`config.mk`:
```
export PLATFORM = sky130hd
export DESIGN_NAME = dma_csr_block
export DESIGN_NICKNAME = d
export VERILOG_FILES = /design/src/rtl/dma_csr_pkg.sv /design/src/rtl/dma_csr_decode.sv /design/src/rtl/dma_csr_status.sv /design/src/rtl/dma_csr_ring.sv /design/src/rtl/dma_csr_block.sv
export SDC_FILE = /design/constraint.sdc
export NUM_CORES = 1
export LEC_CHECK = 0
export BUFFER_PORTS_ARGS = -buffer_cell sky130_fd_sc_hd__buf_2
export CORE_UTILIZATION = 35
export CTS_CLUSTER_DIAMETER = 200
export DETAILED_ROUTE_END_ITERATION = 8
export PLACE_DENSITY = 0.58
export SYNTH_ARGS = -nofsm -noshare
export SYNTH_HDL_FRONTEND = slang
export SYNTH_HIERARCHICAL = 1
export SYNTH_SLANG_ARGS = --single-unit
```
`constraint.sdc`:
```
create_clock -name clk -period 3.6 [get_ports clk]
set_input_delay 0.18 -clock clk [delete_from_list [all_inputs] [get_ports clk]]
set_output_delay 0.18 -clock clk [all_outputs]
set_load 0.05 [all_outputs]
```
`src/rtl/dma_csr_pkg.sv`:
```
`timescale 1ns/1ps
package dma_csr_pkg;

    // Word indices of the register map
    localparam int NUM_REGS      = 10;
    localparam int IDX_BUS_MODE  = 0;
    localparam int IDX_CONTROL   = 1;
    localparam int IDX_IRQ_EN    = 2;
    localparam int IDX_STATUS    = 3;
    localparam int IDX_TX_POLL   = 4;
    localparam int IDX_RX_BASE   = 5;
    localparam int IDX_TX_BASE   = 6;
    localparam int IDX_RX_CUR    = 7;
    localparam int IDX_TX_CUR    = 8;
    localparam int IDX_VERSION   = 9;

    localparam logic [31:0] VERSION_ID = 32'h0000_1012;

    // Control word fields
    localparam int CTRL_RX_BIT = 1;
    localparam int CTRL_TX_BIT = 13;

    // Status word bit positions (decoded by host software)
    localparam int BIT_TX_DONE  = 0;
    localparam int BIT_TX_STOP  = 1;
    localparam int BIT_TX_NOBUF = 2;
    localparam int BIT_RX_DONE  = 6;
    localparam int BIT_RX_NOBUF = 7;
    localparam int BIT_ABN_SUM  = 15;
    localparam int BIT_NRM_SUM  = 16;

    // Engine event vector layout
    localparam int NUM_EVT      = 5;
    localparam int EVT_TX_DONE  = 0;
    localparam int EVT_TX_STOP  = 1;
    localparam int EVT_TX_NOBUF = 2;
    localparam int EVT_RX_DONE  = 3;
    localparam int EVT_RX_NOBUF = 4;

    // Ring slots
    localparam int NUM_RINGS = 2;
    localparam int RING_RX   = 0;
    localparam int RING_TX   = 1;

    function automatic int evt_bit(input int e);
        case (e)
            EVT_TX_DONE:  return BIT_TX_DONE;
            EVT_TX_STOP:  return BIT_TX_STOP;
            EVT_TX_NOBUF: return BIT_TX_NOBUF;
            EVT_RX_DONE:  return BIT_RX_DONE;
            EVT_RX_NOBUF: return BIT_RX_NOBUF;
            default:      return BIT_TX_DONE;
        endcase
    endfunction

    function automatic logic evt_abnormal(input int e);
        return (e == EVT_TX_STOP) || (e == EVT_RX_NOBUF);
    endfunction

endpackage

```
`src/rtl/dma_csr_decode.sv`:
```
`timescale 1ns/1ps
module dma_csr_decode #(
    parameter int ADDR_W   = 12,
    parameter int NUM_REGS = 10,
    localparam int IDX_W   = ADDR_W - 2
) (
    input  logic                host_wr,
    input  logic [ADDR_W-1:0]   host_addr,
    output logic [NUM_REGS-1:0] wr_sel,
    output logic [IDX_W-1:0]    rd_idx
);

    assign rd_idx = host_addr[ADDR_W-1:2];

    // One write strobe per implemented word
    for (genvar i = 0; i < NUM_REGS; i++) begin : g_sel
        assign wr_sel[i] = host_wr && (rd_idx == IDX_W'(i));
    end

endmodule

```
`src/rtl/dma_csr_status.sv`:
```
`timescale 1ns/1ps
module dma_csr_status
    import dma_csr_pkg::*;
#(
    parameter int DATA_W = 32
) (
    input  logic               clk,
    input  logic               rst_n,
    input  logic               clr_en,
    input  logic [DATA_W-1:0]  clr_mask,
    input  logic [NUM_EVT-1:0] evt,
    output logic [DATA_W-1:0]  status_d,
    output logic [DATA_W-1:0]  status_q
);

    logic [DATA_W-1:0] set_vec;
    logic [DATA_W-1:0] keep_mask;

    always_comb begin
        set_vec = '0;
        for (int e = 0; e < NUM_EVT; e++) begin
            if (evt[e]) begin
                set_vec[evt_bit(e)] = 1'b1;
                if (evt_abnormal(e)) begin
                    set_vec[BIT_ABN_SUM] = 1'b1;
                end else begin
                    set_vec[BIT_NRM_SUM] = 1'b1;
                end
            end
        end
        keep_mask = clr_en ? ~clr_mask : '1;
        // Set is applied after clear, so a colliding set wins
        status_d  = (status_q & keep_mask) | set_vec;
    end

    always_ff @(posedge clk) begin
        if (!rst_n) begin
            status_q <= '0;
        end else begin
            status_q <= status_d;
        end
    end

endmodule

```
`src/rtl/dma_csr_ring.sv`:
```
`timescale 1ns/1ps
module dma_csr_ring #(
    parameter int DATA_W     = 32,
    parameter int DESC_BYTES = 32
) (
    input  logic              clk,
    input  logic              rst_n,
    input  logic              base_wr,
    input  logic [DATA_W-1:0] base_val,
    input  logic              desc_done,
    input  logic              desc_wrap,
    output logic [DATA_W-1:0] base_q,
    output logic [DATA_W-1:0] cur_q
);

    typedef struct packed {
        logic [DATA_W-1:0] base;
        logic [DATA_W-1:0] cur;
    } ring_t;

    ring_t ring_d, ring_q;

    always_comb begin
        ring_d = ring_q;
        if (base_wr) begin
            ring_d.base = base_val;
            ring_d.cur  = base_val;
        end else if (desc_done) begin
            ring_d.cur = desc_wrap ? ring_q.base
                                   : ring_q.cur + DATA_W'(DESC_BYTES);
        end
    end

    always_ff @(posedge clk) begin
        if (!rst_n) begin
            ring_q <= '0;
        end else begin
            ring_q <= ring_d;
        end
    end

    assign base_q = ring_q.base;
    assign cur_q  = ring_q.cur;

endmodule

```
`src/rtl/dma_csr_block.sv`:
```
`timescale 1ns/1ps
module dma_csr_block
    import dma_csr_pkg::*;
#(
    parameter int ADDR_W     = 12,
    parameter int DATA_W     = 32,
    parameter int DESC_BYTES = 32
) (
    input  logic              clk,
    input  logic              rst_n,
    input  logic              host_wr,
    input  logic [ADDR_W-1:0] host_addr,
    input  logic [DATA_W-1:0] host_wdata,
    output logic [DATA_W-1:0] host_rdata,
    input  logic              tx_done_evt,
    input  logic              tx_stop_evt,
    input  logic              tx_nobuf_evt,
    input  logic              rx_done_evt,
    input  logic              rx_nobuf_evt,
    input  logic              tx_desc_done,
    input  logic              tx_desc_wrap,
    input  logic              rx_desc_done,
    input  logic              rx_desc_wrap,
    output logic              irq,
    output logic              tx_kick,
    output logic              rx_enable,
    output logic              tx_enable,
    output logic [DATA_W-1:0] cur_tx_desc,
    output logic [DATA_W-1:0] cur_rx_desc
);

    localparam int IDX_W = ADDR_W - 2;

    typedef struct packed {
        logic [DATA_W-1:0] bus_mode;
        logic [DATA_W-1:0] control;
        logic [DATA_W-1:0] irq_en;
        logic              kick;
        logic              irq;
    } csr_t;

    csr_t csr_d, csr_q;

    logic [NUM_REGS-1:0]  wr_sel;
    logic [IDX_W-1:0]     rd_idx;
    logic [NUM_EVT-1:0]   evt;
    logic [DATA_W-1:0]    status_d, status_q;
    logic [NUM_RINGS-1:0] ring_base_wr, ring_done, ring_wrap;
    logic [DATA_W-1:0]    ring_base [NUM_RINGS];
    logic [DATA_W-1:0]    ring_cur  [NUM_RINGS];

    dma_csr_decode #(
        .ADDR_W   (ADDR_W),
        .NUM_REGS (NUM_REGS)
    ) u_decode (
        .host_wr   (host_wr),
        .host_addr (host_addr),
        .wr_sel    (wr_sel),
        .rd_idx    (rd_idx)
    );

    always_comb begin
        evt               = '0;
        evt[EVT_TX_DONE]  = tx_done_evt;
        evt[EVT_TX_STOP]  = tx_stop_evt;
        evt[EVT_TX_NOBUF] = tx_nobuf_evt;
        evt[EVT_RX_DONE]  = rx_done_evt;
        evt[EVT_RX_NOBUF] = rx_nobuf_evt;
    end

    dma_csr_status #(
        .DATA_W (DATA_W)
    ) u_status (
        .clk      (clk),
        .rst_n    (rst_n),
        .clr_en   (wr_sel[IDX_STATUS]),
        .clr_mask (host_wdata),
        .evt      (evt),
        .status_d (status_d),
        .status_q (status_q)
    );

    always_comb begin
        ring_base_wr          = '0;
        ring_done             = '0;
        ring_wrap             = '0;
        ring_base_wr[RING_RX] = wr_sel[IDX_RX_BASE];
        ring_base_wr[RING_TX] = wr_sel[IDX_TX_BASE];
        ring_done[RING_RX]    = rx_desc_done;
        ring_done[RING_TX]    = tx_desc_done;
        ring_wrap[RING_RX]    = rx_desc_wrap;
        ring_wrap[RING_TX]    = tx_desc_wrap;
    end

    for (genvar r = 0; r < NUM_RINGS; r++) begin : g_ring
        dma_csr_ring #(
            .DATA_W     (DATA_W),
            .DESC_BYTES (DESC_BYTES)
        ) u_ring (
            .clk       (clk),
            .rst_n     (rst_n),
            .base_wr   (ring_base_wr[r]),
            .base_val  (host_wdata),
            .desc_done (ring_done[r]),
            .desc_wrap (ring_wrap[r]),
            .base_q    (ring_base[r]),
            .cur_q     (ring_cur[r])
        );
    end

    // Next-state of the locally held registers and outputs
    always_comb begin
        csr_d      = csr_q;
        csr_d.kick = wr_sel[IDX_TX_POLL];
        if (wr_sel[IDX_BUS_MODE]) begin
            csr_d.bus_mode = host_wdata & ~DATA_W'(1);
        end
        if (wr_sel[IDX_CONTROL]) begin
            csr_d.control = host_wdata;
        end
        if (wr_sel[IDX_IRQ_EN]) begin
            csr_d.irq_en = host_wdata;
        end
        csr_d.irq = |(status_d & csr_d.irq_en);
    end

    always_ff @(posedge clk) begin
        if (!rst_n) begin
            csr_q <= '0;
        end else begin
            csr_q <= csr_d;
        end
    end

    // Read multiplexer
    always_comb begin
        case (int'(rd_idx))
            IDX_BUS_MODE: host_rdata = csr_q.bus_mode;
            IDX_CONTROL:  host_rdata = csr_q.control;
            IDX_IRQ_EN:   host_rdata = csr_q.irq_en;
            IDX_STATUS:   host_rdata = status_q;
            IDX_RX_BASE:  host_rdata = ring_base[RING_RX];
            IDX_TX_BASE:  host_rdata = ring_base[RING_TX];
            IDX_RX_CUR:   host_rdata = ring_cur[RING_RX];
            IDX_TX_CUR:   host_rdata = ring_cur[RING_TX];
            IDX_VERSION:  host_rdata = DATA_W'(VERSION_ID);
            default:      host_rdata = '0;
        endcase
    end

    assign irq         = csr_q.irq;
    assign tx_kick     = csr_q.kick;
    assign rx_enable   = csr_q.control[CTRL_RX_BIT];
    assign tx_enable   = csr_q.control[CTRL_TX_BIT];
    assign cur_tx_desc = ring_cur[RING_TX];
    assign cur_rx_desc = ring_cur[RING_RX];

endmodule

```
Word-level counts from Yosys, hierarchy flattened
Cells that the tools add are included.
{"block": "totals", "ff_bits": 257, "in_bits": 56, "output_inout_bits": 100}
{"block": "classes", "n_addsub": 2, "magnitude_cmp": 10, "n_eq_ne": 9, "n_mux": 29, "bitwise": 8, "n_reduce_logical": 16}
{"operator": "32-bit 2-to-1 mux", "count": 18}
{"operator": "32-bit one-hot mux with 9 select lines", "count": 1}
{"operator": "32-bit by 1-bit greater-or-equal comparator with 1-bit output (second input constant)", "count": 5}
{"operator": "32-bit by 7-bit < comparator with 1-bit output (second input constant)", "count": 5}
{"operator": "32-bit bitwise OR", "count": 5}
{"operator": "32-bit by 6-bit adder with 32-bit output (second input constant)", "count": 2}
{"operator": "32-bit bitwise AND", "count": 2}
{"operator": "10-bit by 3-bit == test with 1-bit output (second input constant)", "count": 4}
{"operator": "32-bit NOT", "count": 1}
{"operator": "32-bit OR reduction", "count": 1}
{"operator": "1-bit demux with 5-bit select", "count": 5}
{"operator": "10-bit by 2-bit == test with 1-bit output (second input constant)", "count": 2}
{"operator": "10-bit by 4-bit == test with 1-bit output (second input constant)", "count": 2}
{"operator": "1-bit logical AND", "count": 12}
{"operator": "10-bit by 1-bit == test with 1-bit output (second input constant)", "count": 1}
{"operator": "10-bit logical NOT", "count": 1}
{"operator": "1-bit 2-to-1 mux", "count": 5}
{"operator": "2-bit nonzero test", "count": 2}

Depth between registers and ports, before layout
{"block": "logic_depth", "word_depth": 17, "depth_mapped": 10}

Cells and area by module
Netlist, hierarchy kept.
{"module": "dma_csr_ring", "instances": 2, "cells_per_inst": 443, "area_per_inst_um2": 3542.1, "seq_area_each_um2": 1281.2}
{"module": "dma_csr_block", "instances": 1, "cells_per_inst": 658, "area_per_inst_um2": 5725.5, "seq_area_each_um2": 1941.9}
{"module": "dma_csr_status", "instances": 1, "cells_per_inst": 109, "area_per_inst_um2": 1167.4, "seq_area_each_um2": 640.6}
{"module": "dma_csr_decode", "instances": 1, "cells_per_inst": 31, "area_per_inst_um2": 210.2, "seq_area_each_um2": 0.0}

Worst setup path after synthesis
OpenSTA, ideal clock, no wires.
{"block": "synth_path", "path_type": "in2reg", "startpoint": "input host_addr[8]", "endpoint": "register g_ring[1].u_ring.ring_q (netlist bit g_ring[1].u_ring/cur_q[19])", "arrival_time_ns": 2.509, "t_required_ns": 3.480, "setup_slack_ns": 0.971, "cell_stages": 7, "path_buffers": 3, "path_cell_list": "or4b_1 -> buf_6 -> nor4_1 -> buf_2 -> buf_1 -> o21ai_0 -> a211o_1"}
{"block": "synth_between", "elab_chain_cells": 3}
{"element": "start: declaration", "line": "dma_csr_block.sv:12", "source": "input logic [ADDR_W-1:0] host_addr,"}
{"element": "10-bit by 3-bit == test with 1-bit output (*)", "line": "dma_csr_decode.sv:17", "source": "assign wr_sel[i] = host_wr && (rd_idx == IDX_W'(i));"}
{"element": "1-bit logical AND (*)", "line": "dma_csr_decode.sv:17"}
{"element": "named net wr_sel[6]", "line": "dma_csr_block.sv:44", "source": "logic [NUM_REGS-1:0] wr_sel;"}
{"element": "32-bit 2-to-1 mux / 2-bit nonzero test (equally long branches)"}
{"element": "end signal: assignment", "line": "dma_csr_ring.sv:38", "source": "ring_q <= ring_d;"}
{"element": "end: declaration", "line": "dma_csr_ring.sv:21", "source": "ring_t ring_d, ring_q;"}
Mark *: on every way through the listed nets, which the timed path passes. The rest lies on a longest branch.
A chain may end at the register's enable or synchronous reset.

Final worst setup path
{"block": "layout_path", "startpoint": "input host_addr[7]", "endpoint": "output host_rdata[24]"}
{"block": "layout_between", "elab_chain_cells": 2}
{"element": "10-bit by 4-bit == test with 1-bit output, or another cell as far along"}
{"element": "32-bit one-hot mux with 9 select lines (*)", "line": "dma_csr_block.sv:137", "source": "case (int'(rd_idx))"}
{"element": "end: declaration", "line": "dma_csr_block.sv:14", "source": "output logic [DATA_W-1:0] host_rdata,"}
Mark *: on every way between the ends. The rest lies on a longest branch, timed or not.

==> out/summary.txt <==
Die Y: 203 um
Post-CTS setup buffer count: 0
DR pass1 iterations: 5
Max Cap Viol: 0
Largest net degree at the start of global routing: 80
Worst Path Arrival: 2.59 ns
Tot GR Track Use: 26.5%
Worst EP required: 3.42 ns
Synthesized area per cell: 8.43 sq um
R2r setup slk: 1.27 ns
Reg-to-reg startpoint: g_ring[1].u_ring/cur_q[8]
RSZ-0062 raised after global routing: no
Worst VDD drop: 0.358 mV
First-pass GRT wire length: 83.5 mm
Period utilization: 76.9%
Initial antenna violation count: 3
Vias/cell: 6.05
Io pins: 156
Measured slew at the worst slew-check pin: 0.961 ns
Remaining antenna violation count: 0
Starting density of the core: 35.6%
Switching Fraction: 25.2%
Dpl ws: 0.367 ns
Clk buf depth: 3
Syn Nets: 1,738
DP Area: 0.0153 sq mm
Rows: 73
Final instance area: 0.0164 sq mm
Final Net Count: 1,812
Crit path launch type: input port
Yosys synthesis warning count: 6
HP Class: input port to register
Hold Slack: 0.0160 ns
Final min period: 2.77 ns
TritonCTS buffer count: 28
CORE AREA: 0.0398 sq mm
Switching power: 1670 uW
Final WL: 56.0 mm
Setup TNS: 0 ns
Logic pwr share: 8.4%
Routability congestion estimate: 0.892
Diode count: 0
Register share of total power: 44.3%
Wire length per cell: 24.4 um
Clock-pin slew on the worst setup and hold paths: 0.06 ns
Reg-to-Reg End: g_ring[1].u_ring/cur_q[26]
Reg2Reg Depth: 4
Synth Instances: 1,680
Endpoints failing setup: 0
WHS Endpoint: g_ring[0].u_ring/base_q[30]
Die ar.: 0.0413 sq mm
Vias in the first global route: 13,100
Clk_lat worst skew: 0.55 ns
Post-detail-place hpwl: 39.8 mm
Clock Sinks: 257
Layout area overhead: 15.8%
Chip width: 203 um
Synthesized area: 0.0142 sq mm
CTS tree: done
Worst clock skew: 0.0101 ns
Max Freq: 361 MHz
Crit path max fanout: 9
Clock Power Share: 47.3%
CTS HTree Levels: 1
Pwr Total: 6610 uW
PwrDens: 403 mW/mm^2
WHS Path Cells: 3
Vias: 13,900
Gr ovfl total: 0
Critical path class: input port to output pin
Crit. End Element: output pin
Hold Crit Start: host_wdata[30]
DRC: 0
Internal power: 4940 uW
Slew Limit Fails: 0
Clk root buf: clkbuf_16
Static leakage: 0.00584 uW
Final hold vios: 0
DRT iter0 DRCs: 1,436
Status: finished clean
Share of cells above drive strength 1: 15.3%
Post-route setup slack: 0.831 ns
Headroom to the max-slew limit: 35.7%
Port-buffer cells: 153
metrics by stage:
step	utilization [%]	instances
floorplan	-	1680
global placement	38.5	2241
detailed placement	38.5	2241
CTS	41.2	2299
global route	41.2	2299
finish	41.2	2299
critical path, cell delays in order:
cell and delay (ns):
buf_2 0.13, or4_4 0.61, nor3_2 0.66, buf_4 0.30, a22oi_1 0.09, o211ai_1 0.28, buf_2 0.33
worst max-delay path by stage:
| stage | startpoint | endpoint | slack [ns] | cells after the start |
|---|---|---|---|---|
| finish | host_addr[7] | host_rdata[24] | 0.83 | 7 |
| global route | host_addr[7] | host_rdata[24] | 0.77 | 7 |
| CTS | host_addr[7] | host_rdata[24] | 0.91 | 7 |
| detailed placement | host_addr[11] | irq | 0.37 | 11 |
| global placement | host_addr[11] | irq | 0.33 | 11 |
| floorplan | host_addr[8] | g_ring[0].u_ring/cur_q[19] | 0.98 | 7 |
placed cells by master, fill, tap and decap left out, types with 33 or more instances in the layout:
cell type  count
inv_1         50
nand2_1      139
and2_1        36
nand3_1       56
mux2i_1      127
o21ai_0       57
nor2_1       130
dfxtp_1      257
nor2b_1       44
a21boi_0      87
a22o_1        33
nand4_1       33
a22oi_1       64
buf_2        152
flip-flops by register name, summed over array words and instances, names as in the netlist:
| register | flops |
|---|---|
| csr_q | 93 |
| tx_enable | 1 |
| rx_enable | 1 |
| tx_kick | 1 |
| g_ring.u_ring/base_q | 64 |
| g_ring.u_ring/cur_q | 64 |
| irq | 1 |
| u_status/status_q | 32 |
cell type report:
class	count	area (sq um)
inverter	52	195
fill	4052	23400
clock inverter	12	185
tap	525	657
clock buffer	38	810
sequential	257	5140
timing repair buffer	199	1230
multi-input combinational	1216	8180
timing repair:
item | in CTS | in global routing
gates resized for setup | 0 | 0
hold buffers | 8 | 0
hold endpoints to repair | 15 | 0
metal layers:
layer,GRT usage [%],vias to the layer above,part of all wire [%]
li1,-,6335,-
met1,36.2,6830,42
met2,43.0,641,46
met3,2.65,104,7.6
met4,9.80,4,4.1
met5,0,-,0.032
power groups by stage:
stage                     sequential (uW)  combinational (uW)  clock [uW]
final                                2930                 556        3130
after global routing                 2930                 586        3270
after CTS                            2930                 548        3160
after detailed placement             2990                 541           0
after global placement               2990                 536           0
after floorplan                      3030                 263           0
Power figures use the tool's default switching activity.
